File: config.mk
export PLATFORM = sky130hd
export DESIGN_NAME = reg_guard_seq
export DESIGN_NICKNAME = d
export VERILOG_FILES = /design/src/rtl/reg_guard_pkg.sv /design/src/rtl/reg_guard_plan.sv /design/src/rtl/reg_guard_steps.sv /design/src/rtl/reg_guard_fsm.sv /design/src/rtl/reg_guard_seq.sv
export SDC_FILE = /design/constraint.sdc
export NUM_CORES = 1
export LEC_CHECK = 0
export BUFFER_PORTS_ARGS = -buffer_cell sky130_fd_sc_hd__buf_4
export CAP_MARGIN = 20
export CELL_PAD_IN_SITES_DETAIL_PLACEMENT = 1
export CELL_PAD_IN_SITES_GLOBAL_PLACEMENT = 1
export CORE_ASPECT_RATIO = 0.5
export CORE_MARGIN = 4
export CORE_UTILIZATION = 41
export DETAILED_ROUTE_END_ITERATION = 10
export GPL_TIMING_DRIVEN = 0
export PLACE_DENSITY_LB_ADDON = 0.25
export SLEW_MARGIN = 25
export SYNTH_ARGS = -nofsm -noshare
export SYNTH_HDL_FRONTEND = slang
export SYNTH_SLANG_ARGS = --single-unit
File: constraint.sdc
create_clock -name clk -period 10.4 [get_ports clk]
set_input_delay 1.04 -clock clk [delete_from_list [all_inputs] [get_ports clk]]
set_output_delay 1.04 -clock clk [all_outputs]
set_load 0.03 [all_outputs]
File: src/rtl/reg_guard_pkg.sv
// Package: shared step/state types and the fixed guard offsets.
// Assumes offsets fit in 32 bits; they are widened to AW at use.
package reg_guard_pkg;

    typedef enum logic [1:0] {
        STEP_PRE  = 2'd0,
        STEP_REAL = 2'd1,
        STEP_POST = 2'd2,
        STEP_LAST = 2'd3
    } step_e;

    typedef enum logic [1:0] {
        ST_IDLE  = 2'd0,
        ST_ISSUE = 2'd1,
        ST_WAIT  = 2'd2,
        ST_RESP  = 2'd3
    } state_e;

    // Offsets that select the preparation read
    localparam logic [31:0] OFF_GRP_A0 = 32'h0;
    localparam logic [31:0] OFF_GRP_A1 = 32'h80;
    localparam logic [31:0] OFF_GRP_B0 = 32'h148;
    localparam logic [31:0] OFF_GRP_B1 = 32'h200;
    // Preparation read targets
    localparam logic [31:0] PREP_A     = 32'hC0;
    localparam logic [31:0] PREP_B     = 32'h28;
    localparam logic [31:0] PREP_OTHER = 32'h158;
    // Offset that needs an extra settling read, and its target
    localparam logic [31:0] OFF_TRIG   = 32'h100;
    localparam logic [31:0] SETTLE_X   = 32'h38;
    // Settling read that closes every guarded sequence
    localparam logic [31:0] SETTLE_END = 32'hB050;

endpackage

File: src/rtl/reg_guard_plan.sv
// Module: reg_guard_plan
// Decides, from revision, base and requested address, whether a request is
// guarded and which extra reads it needs. Purely combinational.
// Assumes AW >= 32 so the package offsets widen without loss.
module reg_guard_plan
    import reg_guard_pkg::*;
#(
    parameter int          AW          = 32,
    parameter int          REV_W       = 4,
    parameter int unsigned REV_GUARDED = 1,
    parameter int unsigned GUARD_LIMIT = 32'h45000
) (
    input  logic [REV_W-1:0] rev_i,
    input  logic [AW-1:0]    base_i,
    input  logic [AW-1:0]    addr_i,
    output logic [AW-1:0]    off_o,
    output logic             guard_o,
    output logic [AW-1:0]    prep_o,
    output logic             extra_o
);

    localparam logic [REV_W-1:0] REV_MATCH = REV_W'(REV_GUARDED);
    localparam logic [AW-1:0]    LIMIT     = AW'(GUARD_LIMIT);

    // Offset of the request inside the register window (modulo 2^AW)
    always_comb off_o = addr_i - base_i;

    // Guarding is active only for the affected revision and low offsets
    always_comb guard_o = (rev_i == REV_MATCH) && (off_o < LIMIT);

    // Choose the preparation read target from the offset group
    always_comb begin
        if (off_o == AW'(OFF_GRP_A0) || off_o == AW'(OFF_GRP_A1))
            prep_o = AW'(PREP_A);
        else if (off_o == AW'(OFF_GRP_B0) || off_o == AW'(OFF_GRP_B1))
            prep_o = AW'(PREP_B);
        else
            prep_o = AW'(PREP_OTHER);
    end

    // Only the trigger offset needs the additional settling read
    always_comb extra_o = (off_o == AW'(OFF_TRIG));

endmodule

File: src/rtl/reg_guard_steps.sv
// Module: reg_guard_steps
// Step ordering of one sequence: preparation, real, optional settle, final.
// Combinational; assumes the caller holds the current step in a register.
module reg_guard_steps
    import reg_guard_pkg::*;
(
    input  step_e cur_i,
    input  logic  guard_i,
    input  logic  extra_i,
    output step_e first_o,
    output step_e next_o,
    output logic  final_o
);

    // A guarded sequence opens with the preparation read
    always_comb first_o = guard_i ? STEP_PRE : STEP_REAL;

    // The current step is the last one of this sequence
    always_comb final_o = guard_i ? (cur_i == STEP_LAST) : (cur_i == STEP_REAL);

    // Successor of the current step
    always_comb begin
        unique case (cur_i)
            STEP_PRE:  next_o = STEP_REAL;
            STEP_REAL: next_o = extra_i ? STEP_POST : STEP_LAST;
            STEP_POST: next_o = STEP_LAST;
            default:   next_o = STEP_LAST;
        endcase
    end

endmodule

File: src/rtl/reg_guard_fsm.sv
// Module: reg_guard_fsm
// Captures one upstream request, walks its steps on the downstream bus one
// at a time, and returns a single response. Assumes one downstream response
// per accepted downstream request, arriving at least one cycle later.
module reg_guard_fsm
    import reg_guard_pkg::*;
#(
    parameter int AW = 32,
    parameter int DW = 32
) (
    input  logic          clk,
    input  logic          rst_n,
    input  logic [AW-1:0] base_i,
    input  logic          up_valid_i,
    output logic          up_ready_o,
    input  logic          up_we_i,
    input  logic [DW-1:0] up_wdata_i,
    output logic          up_rvalid_o,
    output logic [DW-1:0] up_rdata_o,
    input  logic [AW-1:0] plan_off_i,
    input  logic          plan_guard_i,
    input  logic [AW-1:0] plan_prep_i,
    input  logic          plan_extra_i,
    output step_e         step_o,
    output logic          guard_o,
    output logic          extra_o,
    input  step_e         first_i,
    input  step_e         next_i,
    input  logic          final_i,
    output logic          dn_valid_o,
    input  logic          dn_ready_i,
    output logic [AW-1:0] dn_addr_o,
    output logic          dn_we_o,
    output logic [DW-1:0] dn_wdata_o,
    input  logic          dn_rvalid_i,
    input  logic [DW-1:0] dn_rdata_i
);

    state_e        state_q;
    step_e         step_q;
    logic [AW-1:0] base_q;
    logic [AW-1:0] off_q;
    logic [AW-1:0] prep_q;
    logic          guard_q;
    logic          extra_q;
    logic          we_q;
    logic [DW-1:0] wdata_q;
    logic [DW-1:0] rdata_q;
    logic [AW-1:0] step_off;

    // Sequence state: idle, request on bus, awaiting response, answering
    always_ff @(posedge clk) begin
        if (!rst_n) begin
            state_q <= ST_IDLE;
            step_q  <= STEP_REAL;
        end else begin
            unique case (state_q)
                ST_IDLE: if (up_valid_i) begin
                    state_q <= ST_ISSUE;
                    step_q  <= first_i;
                end
                ST_ISSUE: if (dn_ready_i) state_q <= ST_WAIT;
                ST_WAIT: if (dn_rvalid_i) begin
                    if (final_i) state_q <= ST_RESP;
                    else begin
                        state_q <= ST_ISSUE;
                        step_q  <= next_i;
                    end
                end
                default: state_q <= ST_IDLE;
            endcase
        end
    end

    // Request capture at acceptance (base included, so later changes are ignored)
    always_ff @(posedge clk) begin
        if (!rst_n) begin
            base_q  <= '0;
            off_q   <= '0;
            prep_q  <= '0;
            guard_q <= 1'b0;
            extra_q <= 1'b0;
            we_q    <= 1'b0;
            wdata_q <= '0;
        end else if (state_q == ST_IDLE && up_valid_i) begin
            base_q  <= base_i;
            off_q   <= plan_off_i;
            prep_q  <= plan_prep_i;
            guard_q <= plan_guard_i;
            extra_q <= plan_extra_i;
            we_q    <= up_we_i;
            wdata_q <= up_wdata_i;
        end
    end

    // Keep only the real access's response data
    always_ff @(posedge clk) begin
        if (!rst_n) rdata_q <= '0;
        else if (state_q == ST_WAIT && dn_rvalid_i && step_q == STEP_REAL)
            rdata_q <= dn_rdata_i;
    end

    // Offset used by the current step
    always_comb begin
        unique case (step_q)
            STEP_PRE:  step_off = prep_q;
            STEP_REAL: step_off = off_q;
            STEP_POST: step_off = AW'(SETTLE_X);
            default:   step_off = AW'(SETTLE_END);
        endcase
    end

    // Port drive
    always_comb begin
        up_ready_o  = (state_q == ST_IDLE);
        up_rvalid_o = (state_q == ST_RESP);
        up_rdata_o  = rdata_q;
        dn_valid_o  = (state_q == ST_ISSUE);
        dn_addr_o   = base_q + step_off;
        dn_we_o     = (step_q == STEP_REAL) && we_q;
        dn_wdata_o  = wdata_q;
        step_o      = step_q;
        guard_o     = guard_q;
        extra_o     = extra_q;
    end

    // an offered downstream request holds until taken
    p_hold_r9: assert property (@(posedge clk) disable iff (!rst_n)
        dn_valid_o && !dn_ready_i |=> dn_valid_o && $stable(dn_addr_o));

    // the upstream response directly follows a downstream completion
    p_resp_after_dn_r10: assert property (@(posedge clk) disable iff (!rst_n)
        up_rvalid_o |-> $past(dn_rvalid_i));

    // accepting a request closes the upstream side
    p_busy_r11: assert property (@(posedge clk) disable iff (!rst_n)
        up_valid_i && up_ready_o |=> !up_ready_o);

    // a guarded response comes right after the closing settle read
    p_last_settle_r8: assert property (@(posedge clk) disable iff (!rst_n)
        up_rvalid_o && guard_q |-> $past(dn_addr_o) == base_q + AW'(SETTLE_END));

    // an unguarded response comes straight after the real access
    p_pass_r3: assert property (@(posedge clk) disable iff (!rst_n)
        up_rvalid_o && !guard_q |-> $past(step_q) == STEP_REAL);

endmodule

File: src/rtl/reg_guard_seq.sv
// Module: reg_guard_seq (top)
// Wraps each register access in the preparation/settle reads a lockup-prone
// slave needs. Assumes single-outstanding buses on both sides.
module reg_guard_seq
    import reg_guard_pkg::*;
#(
    parameter int          AW          = 32,
    parameter int          DW          = 32,
    parameter int          REV_W       = 4,
    parameter int unsigned REV_GUARDED = 1,
    parameter int unsigned GUARD_LIMIT = 32'h45000
) (
    input  logic             clk,
    input  logic             rst_n,
    input  logic [REV_W-1:0] rev_i,
    input  logic [AW-1:0]    base_i,
    input  logic             up_valid_i,
    output logic             up_ready_o,
    input  logic [AW-1:0]    up_addr_i,
    input  logic             up_we_i,
    input  logic [DW-1:0]    up_wdata_i,
    output logic             up_rvalid_o,
    output logic [DW-1:0]    up_rdata_o,
    output logic             dn_valid_o,
    input  logic             dn_ready_i,
    output logic [AW-1:0]    dn_addr_o,
    output logic             dn_we_o,
    output logic [DW-1:0]    dn_wdata_o,
    input  logic             dn_rvalid_i,
    input  logic [DW-1:0]    dn_rdata_i
);

    logic [AW-1:0] plan_off;
    logic          plan_guard;
    logic [AW-1:0] plan_prep;
    logic          plan_extra;
    step_e         cur_step;
    logic          cur_guard;
    logic          cur_extra;
    step_e         first_step;
    step_e         next_step;
    logic          final_step;

    reg_guard_plan #(
        .AW(AW), .REV_W(REV_W), .REV_GUARDED(REV_GUARDED), .GUARD_LIMIT(GUARD_LIMIT)
    ) u_plan (
        .rev_i   (rev_i),
        .base_i  (base_i),
        .addr_i  (up_addr_i),
        .off_o   (plan_off),
        .guard_o (plan_guard),
        .prep_o  (plan_prep),
        .extra_o (plan_extra)
    );

    // The first step is chosen from the incoming plan, later ones from the latched one
    reg_guard_steps u_first (
        .cur_i   (STEP_PRE),
        .guard_i (plan_guard),
        .extra_i (plan_extra),
        .first_o (first_step),
        .next_o  (),
        .final_o ()
    );

    reg_guard_steps u_steps (
        .cur_i   (cur_step),
        .guard_i (cur_guard),
        .extra_i (cur_extra),
        .first_o (),
        .next_o  (next_step),
        .final_o (final_step)
    );

    reg_guard_fsm #(.AW(AW), .DW(DW)) u_fsm (
        .clk          (clk),
        .rst_n        (rst_n),
        .base_i       (base_i),
        .up_valid_i   (up_valid_i),
        .up_ready_o   (up_ready_o),
        .up_we_i      (up_we_i),
        .up_wdata_i   (up_wdata_i),
        .up_rvalid_o  (up_rvalid_o),
        .up_rdata_o   (up_rdata_o),
        .plan_off_i   (plan_off),
        .plan_guard_i (plan_guard),
        .plan_prep_i  (plan_prep),
        .plan_extra_i (plan_extra),
        .step_o       (cur_step),
        .guard_o      (cur_guard),
        .extra_o      (cur_extra),
        .first_i      (first_step),
        .next_i       (next_step),
        .final_i      (final_step),
        .dn_valid_o   (dn_valid_o),
        .dn_ready_i   (dn_ready_i),
        .dn_addr_o    (dn_addr_o),
        .dn_we_o      (dn_we_o),
        .dn_wdata_o   (dn_wdata_o),
        .dn_rvalid_i  (dn_rvalid_i),
        .dn_rdata_i   (dn_rdata_i)
    );

    // extra (non-real) downstream accesses never write
    p_extra_is_read_r9: assert property (@(posedge clk) disable iff (!rst_n)
        dn_valid_o && cur_step != STEP_REAL |-> !dn_we_o);

endmodule

# --- Word-level counts from Yosys, hierarchy flattened ---
# Cells that the tools add are included.
totals:
  memories: 0
  input_bits: 138
  mem_bits_ro: 0
  latchBits: 0
  regBits: 167
  ram_bits: 0
classes:
  n_eq_ne: 15
  div: 0
  mux: 16
  n_addsub: 2
  order_cmp: 1
  shift: 0
  reduce_logical: 13
  mul: 0
  bitwise: 0
op_table:
  columns: ["cell", "count"]
  rows:
  - ["$pmux W32 S3", 1]
  - ["$eq A32 B9 Y1 const B", 2]
  - ["$add A32 B32 Y32", 1]
  - ["$eq A32 B10 Y1 const B", 1]
  - ["$eq A32 B8 Y1 const B", 1]
  - ["$logic_not A32 Y1", 1]
  - ["$lt A32 B19 Y1 const B", 1]
  - ["$mux W32", 1]
  - ["$sub A32 B32 Y32", 1]
  - ["$mux W2", 7]
  - ["$mux W9", 1]
  - ["$eq A2 B2 Y1 const B", 4]
  - ["$pmux W2 S2", 2]
  - ["$ne A2 B2 Y1 const B", 3]
  - ["$pmux W2 S3", 1]
  - ["$logic_and A1 B1 Y1", 5]
  - ["$eq A2 B1 Y1 const B", 2]
  - ["$eq A4 B1 Y1 const B", 1]
  - ["$logic_not A2 Y1", 2]
  - ["$reduce_and A4 Y1", 1]
  - ["$mux W1", 3]
  - ["$reduce_and A3 Y1", 1]
  - ["$logic_or A1 B1 Y1", 2]
  - ["$ne A2 B1 Y1 const B", 1]
  - ["$reduce_bool A2 Y1", 1]

# --- Longest topological paths before layout ---
depth:
  ltp_word: 6
  depth_mapped: 16
  mapped_depth_nobuf: 15

# --- Cells and area by module ---
# From an unflattened synthesis, not the netlist that was laid out.
hier_totals:
  hier_cells: 1427
  hier_area_um2: 10777.8
modules_own_cells:
  columns: ["mod", "seq_area_each_um2", "area_per_inst_um2", "n_inst", "cells_per_inst"]
  rows:
  - ["reg_guard_fsm", 3343.2, 8310.5, 1, 1054]
  - ["reg_guard_plan", 0.0, 2376.0, 1, 358]
  - ["reg_guard_steps", 0.0, 43.8, 2, 7]
  - ["reg_guard_seq", 0.0, 3.8, 1, 1]

# --- Least setup slack after synthesis ---
# Ideal clock, no wire load.
synth_timing:
  path_type: "register to output"
  startpoint: "reg u_fsm.step_q[0], in the netlist u_fsm.step_o[0]"
  endpoint: "out dn_addr_o[16]"
  path_stages_with_launch: 15
  n_path_buf: 2
  path_slack_ns: 5.223
  t_required_ns: 9.360
  t_arrival_ns: 4.137
  path_cell_list: "dfxtp_1 > clkbuf_1 > inv_1 > nor2_1 > clkbuf_1 > nand2_1 > fa_1 > nand2b_1 > a211oi_1 > o211a_1 > o21a_1 > o21ai_0 > a21oi_1 > o21ai_0 > o311ai_0"
synth_via:
  elab_chain_cells: 3
  elab_cells_between_ends: 5
  cone_classes: "add/sub: 1; eq/ne: 2; mux: 1; reduce/logical: 1"
synth_lines:
  columns: ["item", "line", "source"]
  rows:
  - ["start: declaration", "reg_guard_fsm.sv:40", "step_e step_q;"]
  - ["start signal: assignment", "reg_guard_fsm.sv:60", "step_q <= first_i;"]
  - ["start signal: assignment", "reg_guard_fsm.sv:67", "step_q <= next_i;"]
  - ["$eq A2 B2 Y1 (tied with other cells)", "reg_guard_fsm.sv:105", "unique case (step_q)"]
  - ["$pmux W32 S3 *", "reg_guard_fsm.sv:105", null]
  - ["$add A32 B32 Y32 *", "reg_guard_fsm.sv:119", "dn_addr_o = base_q + step_off;"]
  - ["end: declaration", "reg_guard_seq.sv:26", "output logic [AW-1:0] dn_addr_o,"]
# Mark *: on every way between the ends. The rest lies on a longest branch, timed or not.

# --- Worst setup path in the final report ---
layout_timing:
  startpoint: "reg u_fsm.step_q[0], in the netlist u_fsm.step_o[0]"
  endpoint: "out dn_addr_o[31]"
# Same word-level chain as after synthesis.

==> summary.txt <==
Outcome
  • Status: completed

Setup path
  • Crit path cell chain: clkbuf_1 -> inv_1 -> nor2_1 -> clkbuf_1 -> nand2_1 -> inv_1 -> ha_1 -> a21oi_1 -> nor2_1 -> o41ai_1 -> nand3_1 -> a31oi_1 -> a21oi_1 -> nor3b_1 -> o2bb2ai_1 -> xnor2_1 -> buf_4
  • Worst Path Arrival: 6020 ps
  • Max incr delay on CP: 770 ps
  • Required @ worst endpoint: 9360 ps
  • Crit-path max FO: 10
  • Kind of critical path: reg -> out
  • Setup crit end kind: output port
  • Buf/Inv on CP: 5
  • Critical path depth: 17
  • Worst r2r path cells: 7
  • Top Family by Delay on Critical Path: simple AND/OR/NAND/NOR gates
  • Reg2Reg Setup Slack: 7500 ps
  • Critical path startpoint category: flop
  • Slowest-stage cell, CP: nor2_1

Clocking
  • Clock Latency Late Sink: 440 ps
  • Root Driver: clkbuf_16
  • Max Root-Sink Buffers: 2
  • CTS resizes: 0
  • # Post-CTS Setup Buffers: 0
  • Num CTS Buffers: 17
  • CTS tree: built
  • # hold bufs at CTS: 0
  • # clock sinks: 140
  • H-tree levels: 4
  • Clk slew on worst S/H paths: 60 ps

Synthesis
  • Cells after synthesis: 1238
  • Synth area leader: dfxtp_1
  • Top FF cell, synth: dfxtp_1
  • Leading cell type by number of instances after synthesis: nand2_1
  • EDFF count, synth: 0
  • Sequential share of the synthesized area: 31.1%
  • Synth area leaders: dfxtp_1 31%, nand2_1 12%, a21oi_1 10%, ha_1 8.6%, xnor2_1 3.0%
  • Synth Net Count: 1440
  • Syn. warnings: 0
  • Asr flop ratio synth: 0%
  • Synth top area share: 31.1%
  • Mean post-synth cell area: 7.29 sq um
  • Post-synth top cells: 295 x nand2_1, 185 x a21oi_1, 140 x dfxtp_1
  • Post-Synthesis Cell Area: 9020 sq um
  • Yosys cell types: 77
  • Yosys reg bits: 140

STA
  • Tcrit/Tclk final: 67.9%
  • RSZ-0062 raised after global routing: no
  • Slew margin rel.: 37.7%
  • Final hold vios: 0
  • Fmax: 142 MHz
  • Crit path time final: 7060 ps
  • Final setup viols: 0
  • Final TNS setup: 0 ps
  • Worst slew pin tran: 931 ps
  • Clock Skew: 4.21 ps
  • Slew Viols, Final: 0

Power and ir drop
  • Lkg Pwr: 5.26 nW
  • Maximum vdd drop: 0.000110 V
  • Power Density: 155 nW/um^2

Layout
  • Final net count: 1696
  • Post-layout instance count excluding filler cells: 1807
  • Register area: 2800 sq um
  • # diodes: 0
  • Fill cells: 2791
  • Area grow syn2layout: 30.8%
  • Multi-input logic area: 5740 sq um
  • Layout cells sized above 1: 20.3%

Detailed routing
  • WL met1: 15500 microns
  • Vias: 9816
  • Top Layer Used: met4
  • Drt via density: 5.43
  • Initial DRT Pass Iterations: 5
  • Drt initial violations: 562
  • Met2 WL: 16000 microns
  • Wire per inst: 19.0 microns
  • Post-route DRC violation count: 0
  • Routed wl met3: 2350 microns
  • Detail Route Antenna Nets: 0
  • Final wirelength: 34400 microns

Global route
  • Overflow after GRT: 0
  • Initial antenna violation count: 0
  • Vias in the first global route: 10200
  • Global-route wire length before repair: 53300 microns
  • Largest net degree at the start of global routing: 17
  • GRT Util Overall: 27.2%

Floorplanning
  • Site row count: 38
  • Die height: 113 microns
  • IO Pins: 238
  • Die X: 218 microns
  • Initial Util: 41.7%
  • Die Area: 24600 sq um
  • Core ar.: 21600 sq um

Place
  • Buffers on Ports: 237
  • Placed insts: 1775
  • Final GP Congestion: 0.911
  • Post-DP HPWL: 27400 microns

Hold path
  • Hold path cells: 2
  • Worst hold path type: reg -> reg

Flow run
  • Maxcap violations: 0
stage by stage:
stage	power, mW	hold WS (ps)	instance area (sq um)	setup slack [ps]	util (%)
after floorplan	0.963	432	9020	5220	-
after global placement	1.16	441	11200	4170	51.7
after detailed placement	1.18	445	11200	3990	51.7
after CTS	1.83	453	11800	3460	54.6
after global routing	1.91	467	11800	2860	54.6
final	1.83	455	11800	3340	54.6
tightest hold or removal path, delay by kind of cell (launching register included):
family,cells,cell delay [ps]
compound gates,1,50
flops,1,300
simple gates,1,50
placed cells by master, fill, tap and decap left out, drive strengths merged, types with 30 or more instances in the layout:
cell / Yosys / final
inv: 60 / 64
xnor2: 31 / 31
ha: 62 / 62
nand2: 295 / 295
a21oi: 191 / 191
clkbuf: 53 / 74
nor2: 66 / 66
and2: 30 / 30
o21ai: 48 / 48
buf: 9 / 246
dfxtp: 140 / 140
final cells by class:
| type | instances | area share [%] |
|---|---|---|
| tap | 300 | 3.18 |
| buffer | 62 | 2.17 |
| clock inverter | 11 | 1.32 |
| clock buffer | 21 | 3.98 |
| inverter | 60 | 1.91 |
| sequential | 140 | 23.7 |
| timing repair buffer | 237 | 15.1 |
| multi-input combinational | 976 | 48.6 |
registers in the layout, indices dropped and copies added, names as in the netlist:
name / count
u_fsm.dn_wdata_o: 32
u_fsm.extra_o: 1
u_fsm.state_q: 2
u_fsm.we_q: 1
u_fsm.up_rdata_o: 32
u_fsm.off_q: 32
u_fsm.base_q: 32
u_fsm.step_o: 2
u_fsm.guard_o: 1
u_fsm.prep_q: 5
path summary, 6_finish.rpt:
check,to,start
hold reg to reg,u_fsm.off_q[22],u_fsm.off_q[22]
setup / recovery,dn_addr_o[31],u_fsm.step_o[0]
hold / removal,u_fsm.off_q[22],u_fsm.off_q[22]
setup reg to reg,u_fsm.up_rdata_o[18],u_fsm.step_o[0]
where the power goes:
group | internal [mW] | switching (mW) | total [mW]
Combinational | 0.215 | 0.367 | 0.582
Clock | 0.400 | 0.255 | 0.656
Sequential | 0.571 | 0.0203 | 0.592
logic make-up (layout without fill, tap and decap cells):
kind of cell / after synthesis / in the layout / synth area share, %
buffers and inverters: 122 / 391 / 5.34
xor gates and xnor gates: 45 / 45 / 4.37
muxes: 7 / 7 / 0.776
adders and majority gates: 64 / 64 / 9.04
and+or+nand+nor: 514 / 514 / 25.9
AOI/OAI and AO/OA: 346 / 346 / 23.6
DFF: 140 / 140 / 31.1
routing by layer:
| metal | track usage, % | vias to the layer above |
|---|---|---|
| li1 | - | 4783 |
| met1 | 34.8 | 4724 |
| met2 | 46.5 | 270 |
| met3 | 6.87 | 39 |
| met4 | 6.69 | 0 |
| met5 | 0 | - |
Note: power is estimated with default switching activity, not from simulation.
